`config.mk`:
```
export PLATFORM = sky130hd
export DESIGN_NAME = owm_master
export DESIGN_NICKNAME = d
export VERILOG_FILES = /design/src/rtl/owm_pkg.sv /design/src/rtl/owm_tick.sv /design/src/rtl/owm_sync.sv /design/src/rtl/owm_seq.sv /design/src/rtl/owm_master.sv
export SDC_FILE = /design/constraint.sdc
export NUM_CORES = 1
export LEC_CHECK = 0
export ABC_CLOCK_PERIOD_IN_PS = 7010
export BUFFER_PORTS_ARGS = -buffer_cell sky130_fd_sc_hd__buf_2
export CAP_MARGIN = 5
export CORE_UTILIZATION = 50
export CTS_CLUSTER_SIZE = 28
export DETAILED_ROUTE_END_ITERATION = 10
export PLACE_DENSITY = 0.7
export SETUP_SLACK_MARGIN = 0.2
export SYNTH_ARGS = -nofsm -noshare
export SYNTH_HDL_FRONTEND = slang
export SYNTH_SLANG_ARGS = --single-unit
```
`constraint.sdc`:
```
create_clock -name clk -period 7.01 [get_ports clk]
set_clock_uncertainty 0.05 [all_clocks]
set_input_delay 0.701 -clock clk [delete_from_list [all_inputs] [get_ports clk]]
set_output_delay 0.701 -clock clk [all_outputs]
set_load 0.01 [all_outputs]
```
`src/rtl/owm_pkg.sv`:
```
package owm_pkg;

  typedef enum logic [1:0] {
    OP_RESET    = 2'd0,
    OP_SLOT     = 2'd1,
    OP_BYTE     = 2'd2,
    OP_BYTE_ALT = 2'd3
  } op_e;

  typedef enum logic [2:0] {
    SQ_IDLE,
    SQ_RLOW,
    SQ_RPRES,
    SQ_RTAIL,
    SQ_SINIT,
    SQ_SMID,
    SQ_SREST,
    SQ_SREC
  } seq_e;

  typedef enum logic [1:0] {
    CT_IDLE,
    CT_RUN,
    CT_RSP
  } ctl_e;

  function automatic int max3(input int a, input int b, input int c);
    int m;
    m = (a > b) ? a : b;
    return (m > c) ? m : c;
  endfunction

endpackage

```
`src/rtl/owm_tick.sv`:
```
module owm_tick #(
  parameter int DIV = 125
) (
  input  logic clk,
  input  logic rst_n,
  input  logic clr,
  output logic tick
);
  localparam int W = (DIV > 1) ? $clog2(DIV) : 1;

  logic [W-1:0] cnt;

  assign tick = (cnt == W'(DIV - 1));

  always_ff @(posedge clk or negedge rst_n) begin
    if (!rst_n)      cnt <= '0;
    else if (clr)    cnt <= '0;
    else if (tick)   cnt <= '0;
    else             cnt <= cnt + 1'b1;
  end
endmodule

```
`src/rtl/owm_sync.sv`:
```
module owm_sync #(
  parameter int STAGES = 2
) (
  input  logic clk,
  input  logic rst_n,
  input  logic d,
  output logic q
);
  logic [STAGES-1:0] pipe;

  generate
    if (STAGES == 1) begin : g_one
      always_ff @(posedge clk or negedge rst_n) begin
        if (!rst_n) pipe <= '1;
        else        pipe <= d;
      end
    end else begin : g_many
      always_ff @(posedge clk or negedge rst_n) begin
        if (!rst_n) pipe <= '1;
        else        pipe <= {pipe[STAGES-2:0], d};
      end
    end
  endgenerate

  assign q = pipe[STAGES-1];
endmodule

```
`src/rtl/owm_seq.sv`:
```
module owm_seq
  import owm_pkg::*;
#(
  parameter int T_RST_LOW  = 480,
  parameter int T_PRES     = 64,
  parameter int T_RST_TAIL = 416,
  parameter int T_INIT     = 2,
  parameter int T_SAMPLE   = 15,
  parameter int T_SLOT     = 60
) (
  input  logic       clk,
  input  logic       rst_n,
  input  logic       tick,
  input  logic       start,
  input  logic       is_reset,
  input  logic       wbit,
  input  logic       skip_rec,
  input  logic [7:0] rec_us,
  input  logic       line_s,
  output logic       tick_clr,
  output logic       drive_low,
  output logic       done,
  output logic       rbit,
  output logic       presence,
  output logic       shorted
);
  localparam int LONGEST = max3(T_RST_LOW, T_RST_TAIL, 256);
  localparam int CW      = $clog2(LONGEST + 1);

  seq_e          st;
  logic [CW-1:0] cnt;
  logic [CW-1:0] span;
  logic          wbit_q;
  logic          skip_q;
  logic [7:0]    rec_q;
  logic          last_tick;

  always_comb begin
    case (st)
      SQ_RLOW:  span = CW'(T_RST_LOW);
      SQ_RPRES: span = CW'(T_PRES);
      SQ_RTAIL: span = CW'(T_RST_TAIL);
      SQ_SINIT: span = CW'(T_INIT);
      SQ_SMID:  span = CW'(T_SAMPLE - T_INIT);
      SQ_SREST: span = CW'(T_SLOT - T_SAMPLE);
      SQ_SREC:  span = CW'(rec_q);
      default:  span = CW'(1);
    endcase
  end

  assign last_tick = tick && (cnt == span - 1'b1);
  assign tick_clr  = start && (st == SQ_IDLE);
  assign drive_low = (st == SQ_RLOW) || (st == SQ_SINIT) ||
                     (((st == SQ_SMID) || (st == SQ_SREST)) && !wbit_q);

  always_ff @(posedge clk or negedge rst_n) begin
    if (!rst_n) begin
      st       <= SQ_IDLE;
      cnt      <= '0;
      wbit_q   <= 1'b1;
      skip_q   <= 1'b0;
      rec_q    <= '0;
      done     <= 1'b0;
      rbit     <= 1'b0;
      presence <= 1'b0;
      shorted  <= 1'b0;
    end else begin
      done <= 1'b0;
      if (st == SQ_IDLE) begin
        if (start) begin
          st     <= is_reset ? SQ_RLOW : SQ_SINIT;
          cnt    <= '0;
          wbit_q <= wbit;
          skip_q <= skip_rec;
          rec_q  <= rec_us;
        end
      end else if (tick) begin
        if (last_tick) begin
          cnt <= '0;
          case (st)
            SQ_RLOW:  st <= SQ_RPRES;
            SQ_RPRES: begin
              presence <= !line_s;
              st       <= SQ_RTAIL;
            end
            SQ_RTAIL: begin
              shorted <= !line_s;
              st      <= SQ_IDLE;
              done    <= 1'b1;
            end
            SQ_SINIT: st <= SQ_SMID;
            SQ_SMID: begin
              rbit <= wbit_q && line_s;
              st   <= SQ_SREST;
            end
            SQ_SREST: begin
              if (skip_q || (rec_q == 8'd0)) begin
                st   <= SQ_IDLE;
                done <= 1'b1;
              end else begin
                st <= SQ_SREC;
              end
            end
            SQ_SREC: begin
              st   <= SQ_IDLE;
              done <= 1'b1;
            end
            default: st <= SQ_IDLE;
          endcase
        end else begin
          cnt <= cnt + 1'b1;
        end
      end
    end
  end
endmodule

```
`src/rtl/owm_master.sv`:
```
module owm_master
  import owm_pkg::*;
#(
  parameter int CLK_PER_US  = 125,
  parameter int DATA_W      = 8,
  parameter int SYNC_STAGES = 2,
  parameter int T_RST_LOW   = 480,
  parameter int T_PRES      = 64,
  parameter int T_RST_TAIL  = 416,
  parameter int T_INIT      = 2,
  parameter int T_SAMPLE    = 15,
  parameter int T_SLOT      = 60
) (
  input  logic              clk,
  input  logic              rst_n,
  input  logic              cmd_valid,
  output logic              cmd_ready,
  input  logic [1:0]        cmd_op,
  input  logic [DATA_W-1:0] cmd_data,
  input  logic              cmd_spu,
  input  logic [7:0]        cmd_rec_us,
  output logic              rsp_valid,
  input  logic              rsp_ready,
  output logic [DATA_W-1:0] rsp_data,
  output logic              rsp_presence,
  output logic              rsp_short,
  input  logic              line_in,
  output logic              drive_low,
  output logic              strong_pullup
);
  localparam int IW = (DATA_W > 1) ? $clog2(DATA_W) : 1;

  ctl_e              cst;
  op_e               op_q;
  logic [DATA_W-1:0] shreg;
  logic [IW-1:0]     bit_idx;
  logic              spu_q;
  logic [7:0]        rec_q;
  logic              start_q;
  logic              last_slot;

  logic tick, tick_clr, line_s;
  logic seq_done, seq_rbit, seq_pres, seq_short;

  owm_tick #(.DIV(CLK_PER_US)) i_tick (
    .clk(clk), .rst_n(rst_n), .clr(tick_clr), .tick(tick)
  );

  owm_sync #(.STAGES(SYNC_STAGES)) i_sync (
    .clk(clk), .rst_n(rst_n), .d(line_in), .q(line_s)
  );

  assign last_slot = (op_q == OP_SLOT) || (bit_idx == IW'(DATA_W - 1));

  owm_seq #(
    .T_RST_LOW(T_RST_LOW), .T_PRES(T_PRES), .T_RST_TAIL(T_RST_TAIL),
    .T_INIT(T_INIT), .T_SAMPLE(T_SAMPLE), .T_SLOT(T_SLOT)
  ) i_seq (
    .clk      (clk),
    .rst_n    (rst_n),
    .tick     (tick),
    .start    (start_q),
    .is_reset (op_q == OP_RESET),
    .wbit     (shreg[0]),
    .skip_rec (spu_q && last_slot),
    .rec_us   (rec_q),
    .line_s   (line_s),
    .tick_clr (tick_clr),
    .drive_low(drive_low),
    .done     (seq_done),
    .rbit     (seq_rbit),
    .presence (seq_pres),
    .shorted  (seq_short)
  );

  assign cmd_ready = (cst == CT_IDLE);
  assign rsp_valid = (cst == CT_RSP);

  always_ff @(posedge clk or negedge rst_n) begin
    if (!rst_n) begin
      cst           <= CT_IDLE;
      op_q          <= OP_RESET;
      shreg         <= '0;
      bit_idx       <= '0;
      spu_q         <= 1'b0;
      rec_q         <= '0;
      start_q       <= 1'b0;
      strong_pullup <= 1'b0;
      rsp_data      <= '0;
      rsp_presence  <= 1'b0;
      rsp_short     <= 1'b0;
    end else begin
      start_q <= 1'b0;
      case (cst)
        CT_IDLE: begin
          if (cmd_valid) begin
            op_q          <= op_e'(cmd_op);
            shreg         <= cmd_data;
            bit_idx       <= '0;
            spu_q         <= cmd_spu;
            rec_q         <= cmd_rec_us;
            start_q       <= 1'b1;
            strong_pullup <= 1'b0;
            cst           <= CT_RUN;
          end
        end
        CT_RUN: begin
          if (seq_done) begin
            if (op_q == OP_RESET) begin
              rsp_data     <= '0;
              rsp_presence <= seq_pres;
              rsp_short    <= seq_short;
              cst          <= CT_RSP;
            end else if (op_q == OP_SLOT) begin
              rsp_data      <= {{(DATA_W-1){1'b0}}, seq_rbit};
              rsp_presence  <= 1'b0;
              rsp_short     <= 1'b0;
              strong_pullup <= spu_q;
              cst           <= CT_RSP;
            end else begin
              shreg <= {seq_rbit, shreg[DATA_W-1:1]};
              if (last_slot) begin
                rsp_data      <= {seq_rbit, shreg[DATA_W-1:1]};
                rsp_presence  <= 1'b0;
                rsp_short     <= 1'b0;
                strong_pullup <= spu_q;
                cst           <= CT_RSP;
              end else begin
                bit_idx <= bit_idx + 1'b1;
                start_q <= 1'b1;
              end
            end
          end
        end
        CT_RSP: begin
          if (rsp_ready) cst <= CT_IDLE;
        end
        default: cst <= CT_IDLE;
      endcase
    end
  end
endmodule

```
Yosys cells after proc, flatten, opt, wreduce, memory -nomap -nowiden

Cells that the tools add are included.

Register bits: 71
Word-level logic and storage cells: 138
Bits of input ports: 24
Output and inout port bits: 14

Mux-type cells: 56
Bitwise logic cells: 1
Equal/unequal tests: 22
Reductions and logical operators: 33
Add/sub/neg operators: 4

Operators by type and width:

| operator                                         | count |
|---|---|
| one-hot mux 9 bit (7 select lines)               | 1 |
| two-way mux 8 bit                                | 7 |
| two-way mux 9 bit                                | 4 |
| two-way mux 3 bit                                | 11 |
| two-way mux 1 bit                                | 18 |
| one-hot mux 8 bit (2 select lines)               | 1 |
| AND reduction 4 bit                              | 4 |
| == test 3 bit, second input constant             | 5 |
| one-hot mux 3 bit (5 select lines)               | 1 |
| two-way mux 7 bit                                | 2 |
| two-way mux 2 bit                                | 6 |
| != test 2 bit, second input constant             | 5 |
| AND reduction 5 bit                              | 2 |
| adder 9 x 1 -> 9 bit, second input constant      | 1 |
| == test 9 bit                                    | 1 |
| subtractor 9 x 1 -> 9 bit, second input constant | 1 |
| zero test 8 bit                                  | 1 |
| adder 7 x 1 -> 7 bit, second input constant      | 1 |
| == test 7 bit, second input constant             | 1 |
| == test 3 x 2 -> 1 bit, second input constant    | 2 |
| one-hot mux 1 bit (2 select lines)               | 3 |
| one-hot mux 2 bit (3 select lines)               | 1 |
| one-hot mux 3 bit (2 select lines)               | 1 |
| AND reduction 2 bit                              | 3 |
| 18 further kinds                                 | 33 |

Logic depth before layout (Yosys ltp)

Depth in word-level cells: 8
Mapped depth: 14
Mapped depth without buffers: 10

Cells and area by module

Synthesis repeated with hierarchy kept, for this count alone.

Cell total of the unflattened synthesis: 383
Area, all modules: 3828.7 um2

Modules (own cells, without submodules):

| module     | times used | seq. area each (um2) | area each (um2) | cells each |
|---|---|---|---|---|
| owm_seq    | 1          | 651.9                | 1816.7          | 198 |
| owm_master | 1          | 900.9                | 1622.8          | 148 |
| owm_tick   | 1          | 175.2                | 336.6           | 35 |
| owm_sync   | 1          | 52.6                 | 52.6            | 2 |

Worst setup path after synthesis

No wires, ideal clock.

Path type: register to register
From: reg i_seq.st[1]
To: reg i_seq.st[1]
Cell stages (with the launch flop): 14
Setup time: 0.128 ns
Clock period less this slack: 3.225 ns
Arrival: 3.048 ns
Data required time: 6.832 ns
Buffers on the path: 3
Path slack: 3.785 ns
Cells stage by stage: dfrtp_1 > buf_2 > buf_1 > buf_6 > and3_1 > o21ai_0 > ha_1 > xnor2_1 > a2111oi_0 > nand4_1 > or4_1 > or2_1 > nor4_4 > a21oi_2

Cells in the longest elaborated chain, start to end: 7
Elaborated cells between the ends (all ways): 20
Classes of those cells: add/sub: 1; eq/ne: 9; mux: 5; reduce/logical: 5

Ends and longest elaborated chain:

| what                                        | line          | text |
|---|---|---|
| start, declared                             | owm_seq.sv:30 | `seq_e st;` |
| start signal, assigned                      | owm_seq.sv:71 | `st <= is_reset ? SQ_RLOW : SQ_SINIT;` |
| == test 3 bit, or another cell as far along | owm_seq.sv:39 | `case (st)` |
| one-hot mux 9 bit (7 select lines)          | owm_seq.sv:39 |  |
| subtractor 9 x 1 -> 9 bit                   | owm_seq.sv:51 | `assign last_tick = tick && (cnt == span - 1'b1);` |
| == test 9 bit                               | owm_seq.sv:51 |  |
| logical AND 1 bit                           | owm_seq.sv:51 |  |
| nonzero test 2 bit (no line)                | -             |  |
| AND reduction 3 bit (no line)               | -             |  |

Parallel ways exist; a longest one is shown, timed or not. The select of a mux whose other input is x is not followed.
A chain may end at the register's enable or synchronous reset.

Final worst setup path

From: reg i_seq.st[0]
To: reg i_seq.rbit

Cells in the longest elaborated chain, start to end: 6
Elaborated cells between the ends (all ways): 14
Classes of those cells: add/sub: 1; eq/ne: 8; mux: 1; bitwise: 1; reduce/logical: 3

Ends and longest elaborated chain:

| what                                        | line          | text |
|---|---|---|
| == test 3 bit, or another cell as far along | owm_seq.sv:39 |  |
| one-hot mux 9 bit (7 select lines)          | owm_seq.sv:39 |  |
| subtractor 9 x 1 -> 9 bit                   | owm_seq.sv:51 |  |
| == test 9 bit                               | owm_seq.sv:51 |  |
| logical AND 1 bit                           | owm_seq.sv:51 |  |
| AND reduction 4 bit (no line) (*)           | -             |  |
| end signal, assigned                        | owm_seq.sv:93 | `rbit <= wbit_q && line_s;` |
| end, declared                               | owm_seq.sv:23 | `output logic rbit,` |

Every way passes the cells marked *; elsewhere a longest branch is shown, timed or not.

==> metrics.md <==
| Metric | Value |
|---|---|
| Initial antenna violation count | `0` |
| Critical Path Sink Type | `register` |
| Worst skew pair latency | `0.34 ns` |
| CTS H-tree lvls | `3` |
| Post-CTS sizing | `0` |
| Final hold vios | `0` |
| Drt wl/cell | `14.9 um` |
| Post-synth net total | `455` |
| Status | `finished clean` |
| Starting DRT DRC Count | `205` |
| Synthesized area per cell | `9.09 um2` |
| Final design utilization | `0.578` |
| CTS sink cnt | `71` |
| Worst EP required | `7.24 ns` |
| Unique cell type count in the Yosys netlist | `64` |
| Fin worst setup slack | `3.00 ns` |
| Seq/Total Area, Yosys | `0.461` |
| Slew headroom | `0.250` |
| WL met2 | `3890 um` |
| Hold WC Path Type | `reg -> reg` |
| Die Area | `8080 um2` |
| Fill count | `670` |
| Cells after Synth | `425` |
| Met3 WL | `377 um` |
| YS warnings | `0` |
| Period Utilization, post-route | `0.572` |
| Setup_tns | `0 ns` |
| DIE WIDTH | `89.9 um` |
| Row cnt | `31` |
| Setup slack, reg-to-reg | `3.00 ns` |
| Layout Cells excl Fill | `556` |
| First-pass GRT wire length | `14400 um` |
| CTS tree | `done` |
| EDFF count, synth | `0` |
| Final max-slew violation count | `0` |
| Top-area cell type share of the netlist area | `0.440` |
| P&R area growth vs syn | `10.2%` |
| Wl on met1 | `3910 um` |
| Most frequent cells in the layout | `97 x nand2_1, 68 x dfrtp_1, 37 x o21ai_0, 37 x buf_2, 23 x nor2_1` |
| Pre-CTS WS | `3.04 ns` |
| Drt pass-1 iters | `5` |
| Antenna diode count | `0` |
| VDD IR max | `0.000145 V` |
| Gr usage total | `0.221` |
| Fmax | `0.249 GHz` |
| Post-CTS Setup Inserts | `0` |
| Crit path from | `i_seq.st[0]` |
| Setup-failing EPs final | `0` |
| Placed Cells | `540` |
| Core area | `7370 um2` |
| Max_cap viols | `0` |
| Top Layer Used | `met4` |
| Dominant cell type by area after synthesis | `dfrtp_1` |
| FF-to-FF Start | `i_seq.st[0]` |
| Global route overflow | `0` |
| Power density cells | `195 nW/um2` |
| Via count | `3146` |
| Min cycle time layout | `4.01 ns` |
| CP Max Fanout | `29` |
| Clock root buffer master | `clkbuf_8` |
| Mapped Area | `3860 um2` |
| Worst-path clk slew | `0.09 ns` |
| Vias in the first global route | `2968` |
| Port buffer count | `37` |
| Initial Util | `0.524` |
| Pleak | `2.02 nW` |
| Die Ht | `89.9 um` |
| Layout Nets | `482` |
| Total Wirelength | `8300 um` |
| Via density per instance | `5.66` |
| Final ANT Viol Nets | `0` |
| Io pins | `38` |
| R2R cell count | `10` |
| Synth top area cells | `dfrtp_1 44%, nand2_1 9.4%, o21ai_0 4.8%` |
| Final instance area | `4260 um2` |
| Post-synthesis register bit count | `71` |
| Commonest register cell after synthesis | `dfrtp_1` |
| CP arrival | `4.24 ns` |
| Hpwl dp | `5720 um` |
| Tightest Pin Transition | `1.12 ns` |
| Num CTS Buffers | `9` |
| Drc violations | `0` |
| Critical path endpoint | `i_seq.rbit` |
| Clock buffer depth | `2` |
| Most common cell after layout, fill and taps aside | `nand2_1` |
| GP Congestion | `0.967` |
| Largest net degree at the start of global routing | `72` |
| RSZ-0062 raised after global routing | `false` |
| FF/Latch Area | `1780 um2` |
| Post-place instance area | `4060 um2` |
| Layout cells sized above 1 | `0.168` |
| Reg-to-reg critical path endpoint | `i_seq.rbit` |
| CP Launch Type | `register` |
| Hold buffer count at cts | `0` |
| Footprint of the multi-input gates | `1900 um2` |
| Crit path kind | `reg -> reg` |
| Ys async rst share | `1.00` |
metrics by stage:
stage	power (mW)	hold WS, ns
after global placement	0.499	0.298
after global routing	0.870	0.319
final	0.829	0.312
after CTS	0.840	0.315
after floorplan	0.476	0.295
after detailed placement	0.502	0.299
synthesized netlist by cell type, types with 3 or more instances:
library cell,instances
dfstp_2,3
or3_1,3
o31ai_1,4
nor3_1,9
and2_1,3
a21oi_1,4
nand3_1,17
a211o_1,3
buf_6,5
xor2_1,6
nand2_1,97
ha_1,6
or2_2,3
mux2_2,9
a31oi_1,3
dfrtp_1,68
o21a_1,3
o21ai_0,37
a22oi_1,3
inv_1,13
o22ai_1,4
nor2b_1,6
nand4_1,6
buf_2,3
nor2_1,23
nor4_1,5
clkbuf_1,12
and3_1,8
xnor2_1,4
mux2i_1,12
worst min path at each step:
stage	startpoint	to	cells past startpoint
floorplan	i_sync.pipe[0]	i_sync.pipe[1]	0
global placement	i_sync.pipe[0]	i_sync.pipe[1]	0
detailed placement	i_sync.pipe[0]	i_sync.pipe[1]	0
CTS	i_sync.pipe[0]	i_sync.pipe[1]	0
global route	i_sync.pipe[0]	i_sync.pipe[1]	0
finish	i_sync.pipe[0]	i_sync.pipe[1]	0
cells by family (layout without fill, tap and decap cells):
logic type / Yosys count / in the layout / synth area share
AOI/OAI and AO/OA: 85 / 85 / 0.150
xor gates and xnor gates: 10 / 10 / 0.0227
adders and majority gates: 6 / 6 / 0.0194
buffers and inverters: 36 / 68 / 0.0470
DFF: 71 / 71 / 0.461
muxes: 21 / 21 / 0.0573
and+or+nand+nor: 196 / 196 / 0.243
worst max-delay path, cell delays in order, from the launching register on:
cell,delay [ns]
dfrtp_1,0.89
nand2_1,0.20
o22ai_1,0.29
ha_1,0.30
nor2b_1,0.19
o21ai_0,0.13
a311o_1,0.38
a32oi_1,0.27
nand4_1,0.53
nor4_1,0.49
mux2i_1,0.22
cell type report:
| class | count | area share |
|---|---|---|
| Clock buffer | 9 | 0.0291 |
| Clock inverter | 7 | 0.0188 |
| Inverter | 13 | 0.0115 |
| Multi-Input combinational cell | 318 | 0.447 |
| Sequential cell | 71 | 0.418 |
| Tap cell | 99 | 0.0291 |
| Timing Repair Buffer | 39 | 0.0470 |
layer usage:
layer,track usage,vias up
met4,0.0659,0
met3,0.0541,10
met5,0,-
met2,0.346,92
met1,0.307,1489
li1,-,1555
power by group:
group | internal, mW | switching, mW
combinational | 0.0186 | 0.0269
clock | 0.169 | 0.168
sequential | 0.431 | 0.0163
total | 0.618 | 0.211
registers in the layout (all words and copies together), names as in the netlist, 2 cells and up:
register,cells
i_seq.cnt,9
rec_q,8
rsp_data,8
op_q,2
i_sync.pipe,2
i_seq.rec_q,8
i_seq.st,3
i_tick.cnt,7
shreg,8
bit_idx,3
cst,2
(Power assumes the default switching activity.)
